<file path="src/rtl/mw_pkg.sv">
package mw_pkg;
  localparam int unsigned WORD_W = 16;
  localparam int unsigned CNT_W  = 5;
  localparam int unsigned NSEL   = 4;
  localparam int unsigned IDX_W  = $clog2(NSEL);
  localparam int unsigned BIT_W  = CNT_W + 1;
  localparam int unsigned PCNT_W = 4;

  typedef enum logic [1:0] {ST_IDLE, ST_SEL, ST_SHIFT} mw_state_e;

  typedef struct packed {
    logic [1:0] div;
    logic       lvl;
    logic       launch_fall;
    logic       samp_fall;
  } sel_cfg_t;

  function automatic logic [PCNT_W-1:0] presc_last(input logic [1:0] code);
    case (code)
      2'd0:    return PCNT_W'(1);
      2'd1:    return PCNT_W'(3);
      2'd2:    return PCNT_W'(6);
      default: return PCNT_W'(9);
    endcase
  endfunction

  function automatic logic [1:0] half_last(input logic [1:0] code);
    case (code)
      2'd0:    return 2'd0;
      2'd1:    return 2'd1;
      default: return 2'd3;
    endcase
  endfunction

  function automatic logic [CNT_W-1:0] clamp_cnt(input logic [CNT_W-1:0] n);
    return (n > CNT_W'(WORD_W)) ? CNT_W'(WORD_W) : n;
  endfunction

  function automatic sel_cfg_t pick_cfg(input logic [11:0] lo_w, input logic [11:0] hi_w,
                                        input logic [IDX_W-1:0] idx);
    logic [11:0] w;
    w = idx[1] ? hi_w : lo_w;
    return idx[0] ? sel_cfg_t'(w[10:6]) : sel_cfg_t'(w[4:0]);
  endfunction
endpackage

</file>
<file path="src/rtl/mw_prescaler.sv">
module mw_prescaler
  import mw_pkg::*;
(
  input  logic       clk,
  input  logic       rst_n,
  input  logic       en,
  input  logic [1:0] code,
  output logic       tick
);
  logic [PCNT_W-1:0] cnt;
  logic [PCNT_W-1:0] lim;

  assign lim  = presc_last(code);
  assign tick = en && (cnt >= lim);

  always_ff @(posedge clk or negedge rst_n) begin
    if (!rst_n)      cnt <= '0;
    else if (!en)    cnt <= '0;
    else if (tick)   cnt <= '0;
    else             cnt <= cnt + 1'b1;
  end
endmodule

</file>
<file path="src/rtl/mw_regs.sv">
module mw_regs
  import mw_pkg::*;
(
  input  logic              clk,
  input  logic              rst_n,
  input  logic              wr,
  input  logic              rd,
  input  logic [3:0]        addr,
  input  logic [WORD_W-1:0] wdata,
  output logic [WORD_W-1:0] rdata,
  input  logic              busy,
  input  logic              rx_done,
  input  logic [WORD_W-1:0] rx_word,
  output logic [11:0]       sel_lo,
  output logic [11:0]       sel_hi,
  output logic [2:0]        glob,
  output logic              go_shift,
  output logic              go_sel,
  output logic [WORD_W-1:0] tx_word,
  output logic              rdy
);
  logic [WORD_W-1:0] data_q;
  logic [12:0]       ctl_q;
  logic              ctl_acc;

  assign ctl_acc  = wr && (addr == 4'h2) && !busy;
  assign go_shift = ctl_acc && wdata[13];
  assign go_sel   = ctl_acc && !wdata[13];
  assign tx_word  = data_q;

  always_ff @(posedge clk or negedge rst_n) begin
    if (!rst_n) begin
      data_q <= '0;
      ctl_q  <= '0;
      sel_lo <= '0;
      sel_hi <= '0;
      glob   <= '0;
      rdy    <= 1'b0;
    end else begin
      if (wr && (addr == 4'h0) && !busy) data_q <= wdata;
      if (ctl_acc)                        ctl_q  <= wdata[12:0];
      if (wr && (addr == 4'h4))           sel_lo <= wdata[11:0];
      if (wr && (addr == 4'h6))           sel_hi <= wdata[11:0];
      if (wr && (addr == 4'h8))           glob   <= wdata[2:0];
      if (rx_done) begin
        data_q <= rx_word;
        rdy    <= 1'b1;
      end else if (rd && (addr == 4'h0)) begin
        rdy    <= 1'b0;
      end
    end
  end

  always_comb begin
    case (addr)
      4'h0:    rdata = data_q;
      4'h2:    rdata = {rdy, busy, 1'b0, ctl_q};
      4'h4:    rdata = {4'h0, sel_lo};
      4'h6:    rdata = {4'h0, sel_hi};
      4'h8:    rdata = {13'h0, glob};
      default: rdata = '0;
    endcase
  end
endmodule

</file>
<file path="src/rtl/mw_shifter.sv">
module mw_shifter
  import mw_pkg::*;
(
  input  logic              clk,
  input  logic              rst_n,
  input  logic              tick,
  input  logic              go_shift,
  input  logic              go_sel,
  input  logic [CNT_W-1:0]  wcnt,
  input  logic [CNT_W-1:0]  rcnt,
  input  logic [IDX_W-1:0]  idx,
  input  logic              sel_val,
  input  logic [WORD_W-1:0] tx_word,
  input  sel_cfg_t          cfg,
  input  logic              sdi,
  output logic              sclk,
  output logic              sdo,
  output logic [NSEL-1:0]   cs_act,
  output logic              busy,
  output logic              rx_done,
  output logic [WORD_W-1:0] rx_word
);
  mw_state_e         st;
  sel_cfg_t          cfg_q;
  logic [WORD_W-1:0] sh, rx, rx_next;
  logic [CNT_W-1:0]  nw;
  logic [BIT_W-1:0]  nt, bi, tot;
  logic [IDX_W-1:0]  pidx;
  logic              pval, ph, in_rd;
  logic [1:0]        hc, hlast;
  logic [CNT_W-1:0]  wc, rc;

  assign wc      = clamp_cnt(wcnt);
  assign rc      = clamp_cnt(rcnt);
  assign tot     = {1'b0, wc} + {1'b0, rc};
  assign rx_next = {rx[WORD_W-2:0], sdi};
  assign in_rd   = bi >= {1'b0, nw};
  assign busy    = (st != ST_IDLE);

  always_ff @(posedge clk or negedge rst_n) begin
    if (!rst_n) begin
      st      <= ST_IDLE;
      cfg_q   <= '0;
      sh      <= '0;
      rx      <= '0;
      nw      <= '0;
      nt      <= '0;
      bi      <= '0;
      ph      <= 1'b0;
      hc      <= '0;
      hlast   <= '0;
      pidx    <= '0;
      pval    <= 1'b0;
      sclk    <= 1'b0;
      sdo     <= 1'b0;
      cs_act  <= '0;
      rx_done <= 1'b0;
      rx_word <= '0;
    end else begin
      rx_done <= 1'b0;
      case (st)
        ST_IDLE: begin
          if (go_shift) begin
            if (tot != '0) begin
              st    <= ST_SHIFT;
              cfg_q <= cfg;
              nw    <= wc;
              nt    <= tot;
              bi    <= '0;
              ph    <= 1'b0;
              hc    <= '0;
              hlast <= half_last(cfg.div);
              rx    <= '0;
              if (cfg.launch_fall && (wc != '0)) begin
                sdo <= tx_word[WORD_W-1];
                sh  <= {tx_word[WORD_W-2:0], 1'b0};
              end else begin
                sh  <= tx_word;
              end
            end
          end else if (go_sel) begin
            st   <= ST_SEL;
            pidx <= idx;
            pval <= sel_val;
          end
        end
        ST_SEL: begin
          if (tick) begin
            cs_act[pidx] <= pval;
            st           <= ST_IDLE;
          end
        end
        ST_SHIFT: begin
          if (tick) begin
            if (hc != hlast) begin
              hc <= hc + 1'b1;
            end else begin
              hc <= '0;
              if (!ph) begin
                ph   <= 1'b1;
                sclk <= 1'b1;
                if (!in_rd && !cfg_q.launch_fall) begin
                  sdo <= sh[WORD_W-1];
                  sh  <= {sh[WORD_W-2:0], 1'b0};
                end
                if (in_rd && !cfg_q.samp_fall) rx <= rx_next;
              end else begin
                ph   <= 1'b0;
                sclk <= 1'b0;
                if (in_rd && cfg_q.samp_fall) rx <= rx_next;
                if (bi == nt - 1'b1) begin
                  st <= ST_IDLE;
                  if (nt != {1'b0, nw}) begin
                    rx_done <= 1'b1;
                    rx_word <= (in_rd && cfg_q.samp_fall) ? rx_next : rx;
                  end
                end else begin
                  bi <= bi + 1'b1;
                  if (cfg_q.launch_fall && ((bi + 1'b1) < {1'b0, nw})) begin
                    sdo <= sh[WORD_W-1];
                    sh  <= {sh[WORD_W-2:0], 1'b0};
                  end
                end
              end
            end
          end
        end
        default: st <= ST_IDLE;
      endcase
    end
  end
endmodule

</file>
<file path="src/rtl/mw_master.sv">
module mw_master
  import mw_pkg::*;
(
  input  logic              clk,
  input  logic              rst_n,
  input  logic              bus_wr,
  input  logic              bus_rd,
  input  logic [3:0]        bus_addr,
  input  logic [WORD_W-1:0] bus_wdata,
  output logic [WORD_W-1:0] bus_rdata,
  output logic              sclk,
  output logic              sdo,
  input  logic              sdi,
  output logic [NSEL-1:0]   cs_o
);
  logic [11:0]       sel_lo, sel_hi;
  logic [2:0]        glob;
  logic              go_shift, go_sel, busy, rx_done, rdy, tick;
  logic [WORD_W-1:0] tx_word, rx_word;
  logic [NSEL-1:0]   cs_act;
  sel_cfg_t          cmd_cfg;

  mw_regs u_regs (
    .clk(clk), .rst_n(rst_n), .wr(bus_wr), .rd(bus_rd), .addr(bus_addr),
    .wdata(bus_wdata), .rdata(bus_rdata), .busy(busy), .rx_done(rx_done),
    .rx_word(rx_word), .sel_lo(sel_lo), .sel_hi(sel_hi), .glob(glob),
    .go_shift(go_shift), .go_sel(go_sel), .tx_word(tx_word), .rdy(rdy)
  );

  mw_prescaler u_presc (
    .clk(clk), .rst_n(rst_n), .en(glob[0]), .code(glob[2:1]), .tick(tick)
  );

  assign cmd_cfg = pick_cfg(sel_lo, sel_hi, bus_wdata[11:10]);

  mw_shifter u_shift (
    .clk(clk), .rst_n(rst_n), .tick(tick), .go_shift(go_shift), .go_sel(go_sel),
    .wcnt(bus_wdata[9:5]), .rcnt(bus_wdata[4:0]), .idx(bus_wdata[11:10]),
    .sel_val(bus_wdata[12]), .tx_word(tx_word), .cfg(cmd_cfg), .sdi(sdi),
    .sclk(sclk), .sdo(sdo), .cs_act(cs_act), .busy(busy), .rx_done(rx_done),
    .rx_word(rx_word)
  );

  for (genvar g = 0; g < NSEL; g++) begin : g_cs
    sel_cfg_t c;
    assign c       = pick_cfg(sel_lo, sel_hi, IDX_W'(g));
    assign cs_o[g] = cs_act[g] ? c.lvl : ~c.lvl;
  end
endmodule

</file>
<file path="config.mk">
export PLATFORM = sky130hd
export DESIGN_NAME = mw_master
export DESIGN_NICKNAME = d
export VERILOG_FILES = /design/src/rtl/mw_pkg.sv /design/src/rtl/mw_prescaler.sv /design/src/rtl/mw_regs.sv /design/src/rtl/mw_shifter.sv /design/src/rtl/mw_master.sv
export SDC_FILE = /design/constraint.sdc
export NUM_CORES = 1
export LEC_CHECK = 0
export BUFFER_PORTS_ARGS = -buffer_cell sky130_fd_sc_hd__buf_2
export CAP_MARGIN = 20
export CORE_MARGIN = 2
export CORE_UTILIZATION = 51
export DETAILED_ROUTE_END_ITERATION = 8
export GPL_ROUTABILITY_DRIVEN = 1
export GPL_TIMING_DRIVEN = 0
export PLACE_DENSITY = 0.83
export SETUP_SLACK_MARGIN = 0.2
export SLEW_MARGIN = 5
export SYNTH_ARGS = -nofsm -noshare
export SYNTH_HDL_FRONTEND = slang
export SYNTH_SLANG_ARGS = --single-unit
export TNS_END_PERCENT = 20
</file>
<file path="constraint.sdc">
create_clock -name clk -period 2.6 [get_ports clk]
set_input_delay 0.13 -clock clk [delete_from_list [all_inputs] [get_ports clk]]
set_output_delay 0.13 -clock clk [all_outputs]
set_load 0.02 [all_outputs]
</file>
==> run_results.csv, run 1 <==
group,metric,value,unit
die,die_y,126,microns
cts,clkLatencyLatePin,0.43,ns
yosys,synth-xor-area-share,3.24,%
cts,path_clk_slew,0.06,ns
global_routing,grt_pass1_vias,6122,
hold_path,worst_hold_path_type,"primary input to register",
die,rows,44,
yosys,synth-seq-cells,145,
placed_design,place_hpwl,12900,microns
final_layout,num_antenna_cells,0,
timing,finalHoldViolCount,0,
yosys,synth.most_common_cell,"dfrtp_1",
yosys,synth-main-ff-cell,"dfrtp_1",
routing,first_pass_iters,8,
routing,drc_errors,0,
placed_design,place_ws,-0.522,ns
setup_path,ff2ff_path_depth,9,
global_routing,antenna_found_initial,0,
timing,setup_viol,15,
setup_path,crit_path_max_incr_delay,0.46,ns
hold_path,hold_depth,3,
setup_path,crit_required,2.91,ns
final_layout,num-fill-cells,1051,
cts,cts_sinks,145,
final_layout,drive_gt1_share,34.8,%
final_layout,syn2layout_area_growth,25.3,%
global_routing,met1_usage,32.8,%
yosys,synth_top_family_by_area,"multiplexers",
cts,cts_buffers,17,
global_routing,busiest_layer,"met2",
global_routing,met2_usage,42.9,%
timing,period_minus_slack,2.78,ns
status,failed_checks,"negative setup slack",
yosys,ys_seq_area_share,48.0,%
status,outcome,"complete, but fails checks",
pwr,leakage,4.49,nW
yosys,synth_edf_count,0,
yosys,synth-simple-area-share,10.8,%
setup_path,critPathLaunchType,"register",
setup_path,crit_family,"simple AND/OR/NAND/NOR gates",
cts,root_buffer,"clkbuf_16",
setup_path,cp_num_buf_inv,3,
global_routing,grt_max_degree,78,
yosys,synthMuxAreaShare,19.0,%
yosys,syn-instance-count,681,
cts,cts_tree,"yes",
routing,drt-total-wl,20300,microns
global_routing,grtUsageMet3,5.18,%
global_routing,grt_first_pass_wirelength,32100,microns
timing,holdWs,0.0313,ns
die,dieArea,15800,sq um
die,initial_utilization,52.0,%
yosys,yosysWarnings,0,
timing,setup_ws,-0.177,ns
global_routing,grt_usage,25.7,%
die,core_area,14500,sq um
setup_path,cp_common_cell,"buf_4",
die,io_pins,47,
timing,worst_clock_skew,0.00827,ns
routing,vias_per_cell,6.18,
pwr,power_density,965,nW/um^2
pwr,ir_drop,539,uV
setup_path,critPathKind,"register to register",
run,max_cap_viol_count,0,
final_layout,layoutNonFillerInstCount,972,
die,die_w,126,microns
yosys,synth_area,7560,sq um
placed_design,place_congestion,0.863,
timing,tightest_slew,1.02,ns
timing,rsz0062_at_grt,"true",
yosys,syn_nets,731,
setup_path,path_max_fanout,10,
pwr,power,0.00914,W
final_layout,nNetsFinal,825,
routing,ant_nets,0,
setup_path,endpoint_kind,"register",
timing,fmax,360,MHz
yosys,synth_adder_area_share,4.24,%
yosys,synthTopCellsByCount,"dfrtp_1, nand2_1, mux2_2, o21ai_0, mux2i_1",
yosys,synth_top_cell_area_share,48.0,%
timing,timing.final.crit_share,107,%
setup_path,cp_cell_sequence,"clkbuf_1 > nor2_1 > nand4_2 > a31o_4 > and2_4 > buf_4 > buf_4 > a211oi_1 > mux2_2",
timing,slew_viol_final,0,
setup_path,crit_cells,9,
setup_path,arrival,3.09,ns
yosys,syn_avg_cell_area,11.1,sq um
cts,clockBufferDepth,2,
timing,relSlewSlack,31.3,%
placed_design,io_buffer_count,43,
routing,drt_iter0_markers,561,
placed_design,dp.cells,909,
cts,h-tree-depth,4,
global_routing,overflow,0,
yosys,synth.distinct_cells,61,
yosys,synth_top_area_cell,"dfrtp_1",
routing,wire_per_inst,20.8,microns
routing,vias,6011,
yosys,synthArstFlopShare,100,%
yosys,synth_compound_area_share,12.0,%
yosys,netlist_top_cells_area,"dfrtp_1, mux2_2, mux2i_1",
setup_path,slowest_stage,"nor2_1",
## worst register-to-register path, stage by stage (launching register included)
cell and delay, ns:
dfrtp_1 0.36, clkbuf_1 0.27, nor2_1 0.46, nand4_2 0.22, a31o_4 0.29, and2_4 0.16
buf_4 0.13, buf_4 0.12, a211oi_1 0.27, mux2_2 0.38
## routing by layer
| layer | wire, microns | vias to the layer above |
|---|---|---|
| met4 | 674 | 0 |
| met1 | 8130 | 3019 |
| met5 | 0 | - |
| met2 | 10200 | 279 |
| li1 | - | 2658 |
| met3 | 1210 | 55 |
## flip-flops by register name, indices dropped and copies added (netlist names), 3 cells and up
signal,count
u_presc.cnt,4
u_regs.ctl_q,13
u_regs.glob,3
u_regs.sel_hi,12
u_regs.sel_lo,12
u_regs.tx_word,16
u_shift.bi,6
u_shift.cs_act,4
u_shift.nt,6
u_shift.nw,5
u_shift.rx,16
u_shift.rx_word,16
u_shift.sh,16
## cell usage in the layout, fill, tap and decap left out, types with 3 or more instances in the layout
| cell type | Yosys | layout |
|---|---|---|
| nand2b_1 | 6 | 5 |
| nor2_1 | 33 | 18 |
| a22oi_1 | 3 | 3 |
| buf_2 | 5 | 44 |
| mux2_2 | 66 | 62 |
| buf_4 | 0 | 24 |
| a21oi_2 | 0 | 16 |
| dfrtp_1 | 145 | 141 |
| o21ai_0 | 50 | 46 |
| ha_1 | 24 | 17 |
| nand2_1 | 78 | 75 |
| a21o_1 | 5 | 5 |
| nand3_2 | 0 | 3 |
| clkinvlp_4 | 0 | 3 |
| clkbuf_1 | 30 | 20 |
| mux4_2 | 4 | 4 |
| a21oi_1 | 27 | 11 |
| inv_1 | 14 | 12 |
| clkbuf_8 | 0 | 4 |
| buf_6 | 1 | 8 |
| clkbuf_2 | 0 | 3 |
| nand3_1 | 12 | 7 |
| dlygate4sd3_1 | 0 | 3 |
| clkinv_4 | 0 | 3 |
| nor2b_1 | 12 | 11 |
| xnor2_1 | 18 | 16 |
| mux2_4 | 9 | 13 |
| nor3_1 | 5 | 4 |
| ha_4 | 0 | 5 |
| nor2_4 | 0 | 13 |
| mux2i_1 | 47 | 47 |
| a222oi_1 | 12 | 12 |
| a22o_1 | 19 | 19 |
| clkbuf_16 | 0 | 20 |
| xor2_1 | 10 | 10 |
| dfrtp_2 | 0 | 4 |
## where the power goes
part,internal [W],switching (W)
Clock,0.00137,0.000992
Sequential,0.00285,0.000619
Combinational,0.00161,0.00169
## final timing paths
kind / start / endpoint / slack (ns)
worst min register to register: u_regs.rdy / u_regs.rdy / 0.48
min in group asynchronous: rst_n / u_presc.cnt[1] / 0.28
max in group asynchronous: rst_n / u_shift.rx_word[1] / 1.51
worst min-delay path: bus_wdata[14] / u_regs.tx_word[14] / 0.03
worst max register to register: u_shift.st[1] / u_shift.sdo / -0.18
worst max-delay path: u_shift.st[1] / u_shift.sdo / -0.18
## cells by family (layout without fill, tap and decap cells)
kind of cell | Yosys count | count (layout)
compound gates | 137 | 137
xor+xnor | 28 | 28
fa+ha+maj | 25 | 25
buf+inv | 51 | 158
flops | 145 | 145
mux | 126 | 126
simple gates | 169 | 169
## stage by stage
step	TNS [ns]	util, %	area (sq um)
2_1_floorplan	-0.0892	-	7620
3_3_place_gp	-113.72	55.5	8060
3_5_place_dp	-20.24	55.7	8100
4_1_cts	-1.34	63.6	9240
5_1_grt	-2.39	65.2	9480
6_report	-1.21	65.2	9480
## repair_timing
item	in CTS	in global routing
pin swaps	23	12
gates cloned	2	0
hold endpoints to repair	70	0
setup endpoints to repair	76	71
resized for setup	95	40
buffers inserted	18	8
hold buffers	3	0
## layout make-up
type | count | area, sq um | share of cell area [%]
buffer | 37 | 273 | 2.88
clock buffer | 21 | 460 | 4.86
clock inverter | 11 | 106 | 1.12
inverter | 14 | 52.6 | 0.555
multi-input combinational | 485 | 4180 | 44.1
sequential | 145 | 3630 | 38.3
tap | 184 | 230 | 2.43
timing repair buffer | 75 | 542 | 5.72
No activity file was read; power rests on OpenSTA's default activity.
==> run 2: changes to the inputs <==
CELL_PAD_IN_SITES_DETAIL_PLACEMENT = 1   (was not set)
CELL_PAD_IN_SITES_GLOBAL_PLACEMENT = 2   (was not set)
CORE_UTILIZATION = 37   (was 51)
PLACE_DENSITY = 0.88   (was 0.83)
RECOVER_POWER = 25   (was not set)
==> run_results.csv, run 2 (synthesized netlist as in run 1, its figures left out) <==
group,metric,value,unit
status,outcome,"complete, but fails checks",
status,failed_checks,"max-capacitance violations, max-slew violations, negative setup slack",
cts,cts_sinks,145,
die,core_area,20200,sq um
placed_design,place_congestion,0.783,
cts,cts_tree,"yes",
pwr,ir_drop,541,uV
global_routing,met1_usage,27.4,%
setup_path,path_max_fanout,10,
global_routing,busiest_layer,"met2",
cts,root_buffer,"clkbuf_16",
run,max_cap_viol_count,1,
timing,tightest_slew,2.07,ns
timing,slew_viol_final,80,
routing,drt_iter0_markers,353,
timing,finalHoldViolCount,0,
setup_path,reg2reg_from,"u_shift.bi[0]",
hold_path,holdPathEnd,"u_regs.tx_word[15]",
final_layout,finish.utilization,47.6,%
cts,cts_buffers,17,
setup_path,crit_required,2.92,ns
die,initial_utilization,37.5,%
timing,setup_ws,-0.0334,ns
pwr,internal_power,0.00604,W
placed_design,io_buffer_count,43,
setup_path,critPathKind,"register to register",
routing,drt-total-wl,21600,microns
final_layout,mostFrequentLayoutCells,"dfrtp_1, nand2_1, mux2_2",
routing,wire_per_inst,20.5,microns
timing,worst_clock_skew,0.00962,ns
final_layout,num-fill-cells,2190,
pwr,clkPwrFrac,28.3,%
die,die_w,147,microns
die,die_y,147,microns
placed_design,place_hpwl,14900,microns
die,rows,52,
setup_path,endpoint_kind,"register",
timing,relSlewSlack,-38.1,%
global_routing,antenna_found_initial,0,
timing,timing.final.crit_share,101,%
routing,first_pass_iters,5,
die,dieArea,21600,sq um
global_routing,grt_usage,20.7,%
setup_path,arrival,2.95,ns
global_routing,grtUsageMet3,3.73,%
routing,drc_errors,0,
final_layout,syn2layout_area_growth,27.1,%
routing,ant_nets,0,
global_routing,grt_pass1_vias,6038,
final_layout,nNetsFinal,824,
pwr,leakage,4.51,nW
hold_path,hold_depth,3,
die,io_pins,47,
routing,vias_per_cell,5.47,
final_layout,layoutNonFillerInstCount,1057,
pwr,p_seq_share,37.2,%
hold_path,worst_hold_path_type,"primary input to register",
placed_design,dp.cells,996,
final_layout,drive_gt1_share,34.2,%
setup_path,ff2ff_path_depth,10,
final_layout,num_antenna_cells,0,
cts,clkLatencyLatePin,0.44,ns
placed_design,place_ws,-0.616,ns
cts,clockBufferDepth,2,
pwr,pwr-share-comb,34.4,%
global_routing,grt_first_pass_wirelength,34500,microns
pwr,power_density,968,nW/um^2
cts,path_clk_slew,0.06,ns
timing,setup_viol,12,
setup_path,critPathLaunchType,"register",
pwr,p_sw_share,35.0,%
timing,rsz0062_at_grt,"true",
hold_path,min_from,"bus_wdata[15]",
final_layout,final_common_cell,"dfrtp_1",
routing,vias,5778,
setup_path,r2r_slack,-0.03,ns
cts,h-tree-depth,4,
pwr,power.net_switching,0.00326,W
setup_path,reg2reg_to,"u_shift.sh[8]",
global_routing,grt_max_degree,81,
global_routing,met2_usage,35.4,%
timing,period_minus_slack,2.63,ns
timing,fmax,380,MHz
global_routing,overflow,0,
-- run 2: critical path, stage by stage (launching register included) --
cell and delay [ns]:
dfrtp_2 0.45, ha_4 0.26, ha_1 0.30, a21oi_2 0.14
o21ai_2 0.09, a2111oi_4 0.33, a21oi_2 0.10, or2_1 0.25
buf_6 0.14, buf_12 0.15, mux2_4 0.30
-- run 2: how the worst max path moves through the flow --
stage	from	to	slack (ns)
2_1_floorplan	u_regs.glob[1]	u_shift.sh[10]	-0.01
3_3_place_gp	rst_n	u_shift.bi[0]	-1.06
4_1_cts	u_shift.bi[2]	u_shift.sh[8]	-0.12
5_1_grt	u_regs.glob[1]	u_shift.sh[6]	-0.14
3_5_place_dp	bus_wdata[9]	u_shift.sh[8]	-0.62
6_report	u_shift.bi[0]	u_shift.sh[8]	-0.03
-- run 2: stage by stage --
step | hold WS, ns | cell area [sq um] | total power (W) | setup TNS [ns]
after floorplan | -0.166 | 7620 | 0.00521 | -0.0892
after detailed placement | 0.234 | 8210 | 0.00608 | -23.96
after CTS | 0.00465 | 9430 | 0.00911 | -1.36
after global routing | 0.0486 | 9610 | 0.00983 | -3.67
final | 0.0356 | 9610 | 0.00930 | -0.259
after global placement | 0.379 | 8170 | 0.00593 | -140.14
-- run 2: power by group through the flow --
stage,Combinational (W),Sequential [W],Clock (W)
5_1_grt,0.00354,0.00354,0.00276
2_1_floorplan,0.00195,0.00326,0
3_3_place_gp,0.00249,0.00344,0
3_5_place_dp,0.00260,0.00347,0
4_1_cts,0.00301,0.00344,0.00266
6_report,0.00320,0.00346,0.00264
-- run 2: cell type report --
cell class	count	area (sq um)	area share (%)
Tap cell	270	338	3.52
Buffer	37	272	2.83
Multi-Input combinational cell	485	4160	43.3
Sequential cell	145	3630	37.8
Timing Repair Buffer	74	520	5.42
Clock inverter	12	181	1.89
Inverter	14	52.6	0.547
Clock buffer	20	447	4.65
-- run 2: routing by layer --
layer	routed length [microns]	up-vias
li1	-	2661
met1	9700	3021
met2	11100	77
met3	572	19
met4	250	0
met5	0	-
-- run 2: timing repair --
item	CTS	global route
setup endpoints to repair	77	61
setup buffers	17	6
hold buffers	3	1
endpoints found under the hold margin	81	1
resized for setup	100	29
gates cloned	2	0
pin swaps	21	21
==> run 3: changes to the inputs <==
BUFFER_PORTS_ARGS = -buffer_cell sky130_fd_sc_hd__buf_4   (was -buffer_cell sky130_fd_sc_hd__buf_2)
==> run_results.csv, run 3 (synthesized netlist as in run 1, its figures left out) <==
group,metric,value,unit
timing,timing.final.crit_share,104,%
routing,first_pass_iters,7,
timing,slew_viol_final,0,
die,initial_utilization,37.5,%
routing,wire_per_inst,22.1,microns
placed_design,io_buffer_count,43,
timing,setup_viol,16,
placed_design,dp.cells,996,
cts,h-tree-depth,4,
routing,vias_per_cell,5.64,
setup_path,crit_path_max_incr_delay,0.39,ns
cts,cts_tree,"yes",
routing,ant_nets,0,
pwr,leakage,4.59,nW
die,die_y,147,microns
final_layout,multi_input_area,4190,sq um
routing,drt_iter0_markers,348,
global_routing,grt_usage,21.8,%
timing,fmax,369,MHz
status,failed_checks,"negative setup slack",
status,outcome,"complete, but fails checks",
timing,period_minus_slack,2.71,ns
global_routing,grt_first_pass_wirelength,36400,microns
timing,worst_clock_skew,0.00672,ns
final_layout,drive_gt1_share,34.8,%
final_layout,seq_area,3630,sq um
final_layout,final_common_cell,"dfrtp_1",
global_routing,grt_max_degree,98,
cts,path_clk_slew,0.06,ns
final_layout,layoutNonFillerInstCount,1058,
final_layout,nNetsFinal,824,
global_routing,grt_pass1_vias,6517,
die,dieArea,21600,sq um
setup_path,slowest_stage,"a2111oi_4",
timing,setup_ws,-0.111,ns
routing,vias,5970,
setup_path,endpoint_kind,"register",
die,die_w,147,microns
setup_path,path_max_fanout,5,
setup_path,cp_common_cell,"buf_6",
setup_path,crit_required,2.90,ns
timing,finalHoldViolCount,0,
hold_path,min_from,"bus_wdata[1]",
pwr,power_density,978,nW/um^2
placed_design,place_congestion,0.793,
cts,cts_buffers,17,
timing,relSlewSlack,16.4,%
placed_design,place_ws,-0.610,ns
run,max_cap_viol_count,0,
final_layout,syn2layout_area_growth,29.5,%
timing,tightest_slew,1.25,ns
cts,clockBufferDepth,2,
setup_path,cp_cell_sequence,"clkbuf_8 > buf_4 > nand3_1 > xnor2_2 > ha_1 > a2111oi_4 > a21oi_2 > or2_1 > buf_6 > buf_6 > mux2_4",
global_routing,antenna_found_initial,1,
cts,clkLatencyLatePin,0.42,ns
setup_path,critPathKind,"register to register",
final_layout,num-fill-cells,2157,
die,rows,52,
die,core_area,20200,sq um
setup_path,ff2ff_path_depth,11,
pwr,power,0.00958,W
setup_path,arrival,3.01,ns
global_routing,overflow,0,
hold_path,hold_depth,2,
placed_design,place_hpwl,15400,microns
setup_path,critPathLaunchType,"register",
final_layout,mostFrequentLayoutCells,"dfrtp_1, nand2_1, mux2_2",
cts,cts_sinks,145,
setup_path,reg2reg_from,"u_shift.bi[2]",
routing,drt-total-wl,23400,microns
setup_path,r2r_slack,-0.11,ns
die,io_pins,47,
setup_path,reg2reg_to,"u_shift.sh[4]",
cts,root_buffer,"clkbuf_16",
final_layout,finish.utilization,48.5,%
routing,drc_errors,0,
pwr,ir_drop,536,uV
hold_path,worst_hold_path_type,"primary input to register",
hold_path,holdPathEnd,"u_regs.glob[1]",
timing,holdWs,0.0195,ns
timing,rsz0062_at_grt,"true",
run 3: cell count changes in the layout (fill, tap and decap cells not counted), moves of 2 or more:
cell           change
inv_2              +3
a21oi_2            +2
dlygate4sd3_1      +2
nor2b_1            -2
buf_2             -43
inv_1              -3
clkbuf_8           -2
a21oi_4            -2
clkbuf_2           +2
buf_6              +3
nor2_1             +2
buf_4             +37
a211oi_1           +2
run 3: power breakdown:
group	switching, W	leakage (nW)	internal, W
registers	0.000645	1.81	0.00285
clock network	0.000999	0.310	0.00173
logic	0.00175	2.47	0.00160
total	0.00339	4.59	0.00618
run 3: layout make-up:
class,instances,area share [%]
antenna,1,0.0256
buffer,37,3.09
clock buffer,19,4.52
clock inverter,13,2.13
inverter,14,0.537
multi-input combinational,485,42.8
sequential,145,37.1
tap,270,3.45
timing repair buffer,74,6.34
run 3: metrics by stage:
step | area [sq um] | TNS [ns]
final | 9790 | -1.49
after global routing | 9790 | -3.48
after CTS | 9620 | -1.95
after detailed placement | 8320 | -25.11
after global placement | 8280 | -24.63
after floorplan | 7620 | -0.0892
run 3: layer usage:
| metal | track usage, % | vias up | part of all wire (%) | wire length [microns] |
|---|---|---|---|---|
| met1 | 26.9 | 3136 | 42 | 9800 |
| met4 | 6.63 | 0 | 1.7 | 401 |
| met3 | 4.16 | 30 | 3.5 | 810 |
| li1 | - | 2661 | - | - |
| met5 | 0 | - | 0 | 0 |
| met2 | 38.8 | 143 | 53 | 12400 |
run 3: repair_timing:
item,in CTS,in global routing
pin swaps,22,24
hold endpoints to repair,54,0
gates resized for setup,102,47
hold buffers,6,0
buffers inserted,20,1
cloned,2,0
endpoints found under the setup margin,79,70
run 3: worst max path at each step:
stage | start | to | slack, ns
floorplan | u_regs.glob[1] | u_shift.sh[10] | -0.01
global placement | bus_wdata[9] | u_shift.sh[9] | -0.60
detailed placement | bus_wdata[9] | u_shift.sh[8] | -0.61
CTS | u_shift.bi[2] | u_shift.sh[10] | -0.15
global route | u_shift.bi[2] | u_shift.sh[4] | -0.22
finish | u_shift.bi[2] | u_shift.sh[4] | -0.11
run 3: critical path: cells and delay by family (launching register included):
family	cells	cell delay [ns]
mux	1	0.30
xor+xnor	1	0.17
simple gates	2	0.38
fa+ha+maj	1	0.33
flops	1	0.36
compound gates	2	0.49
buf+inv	4	0.55
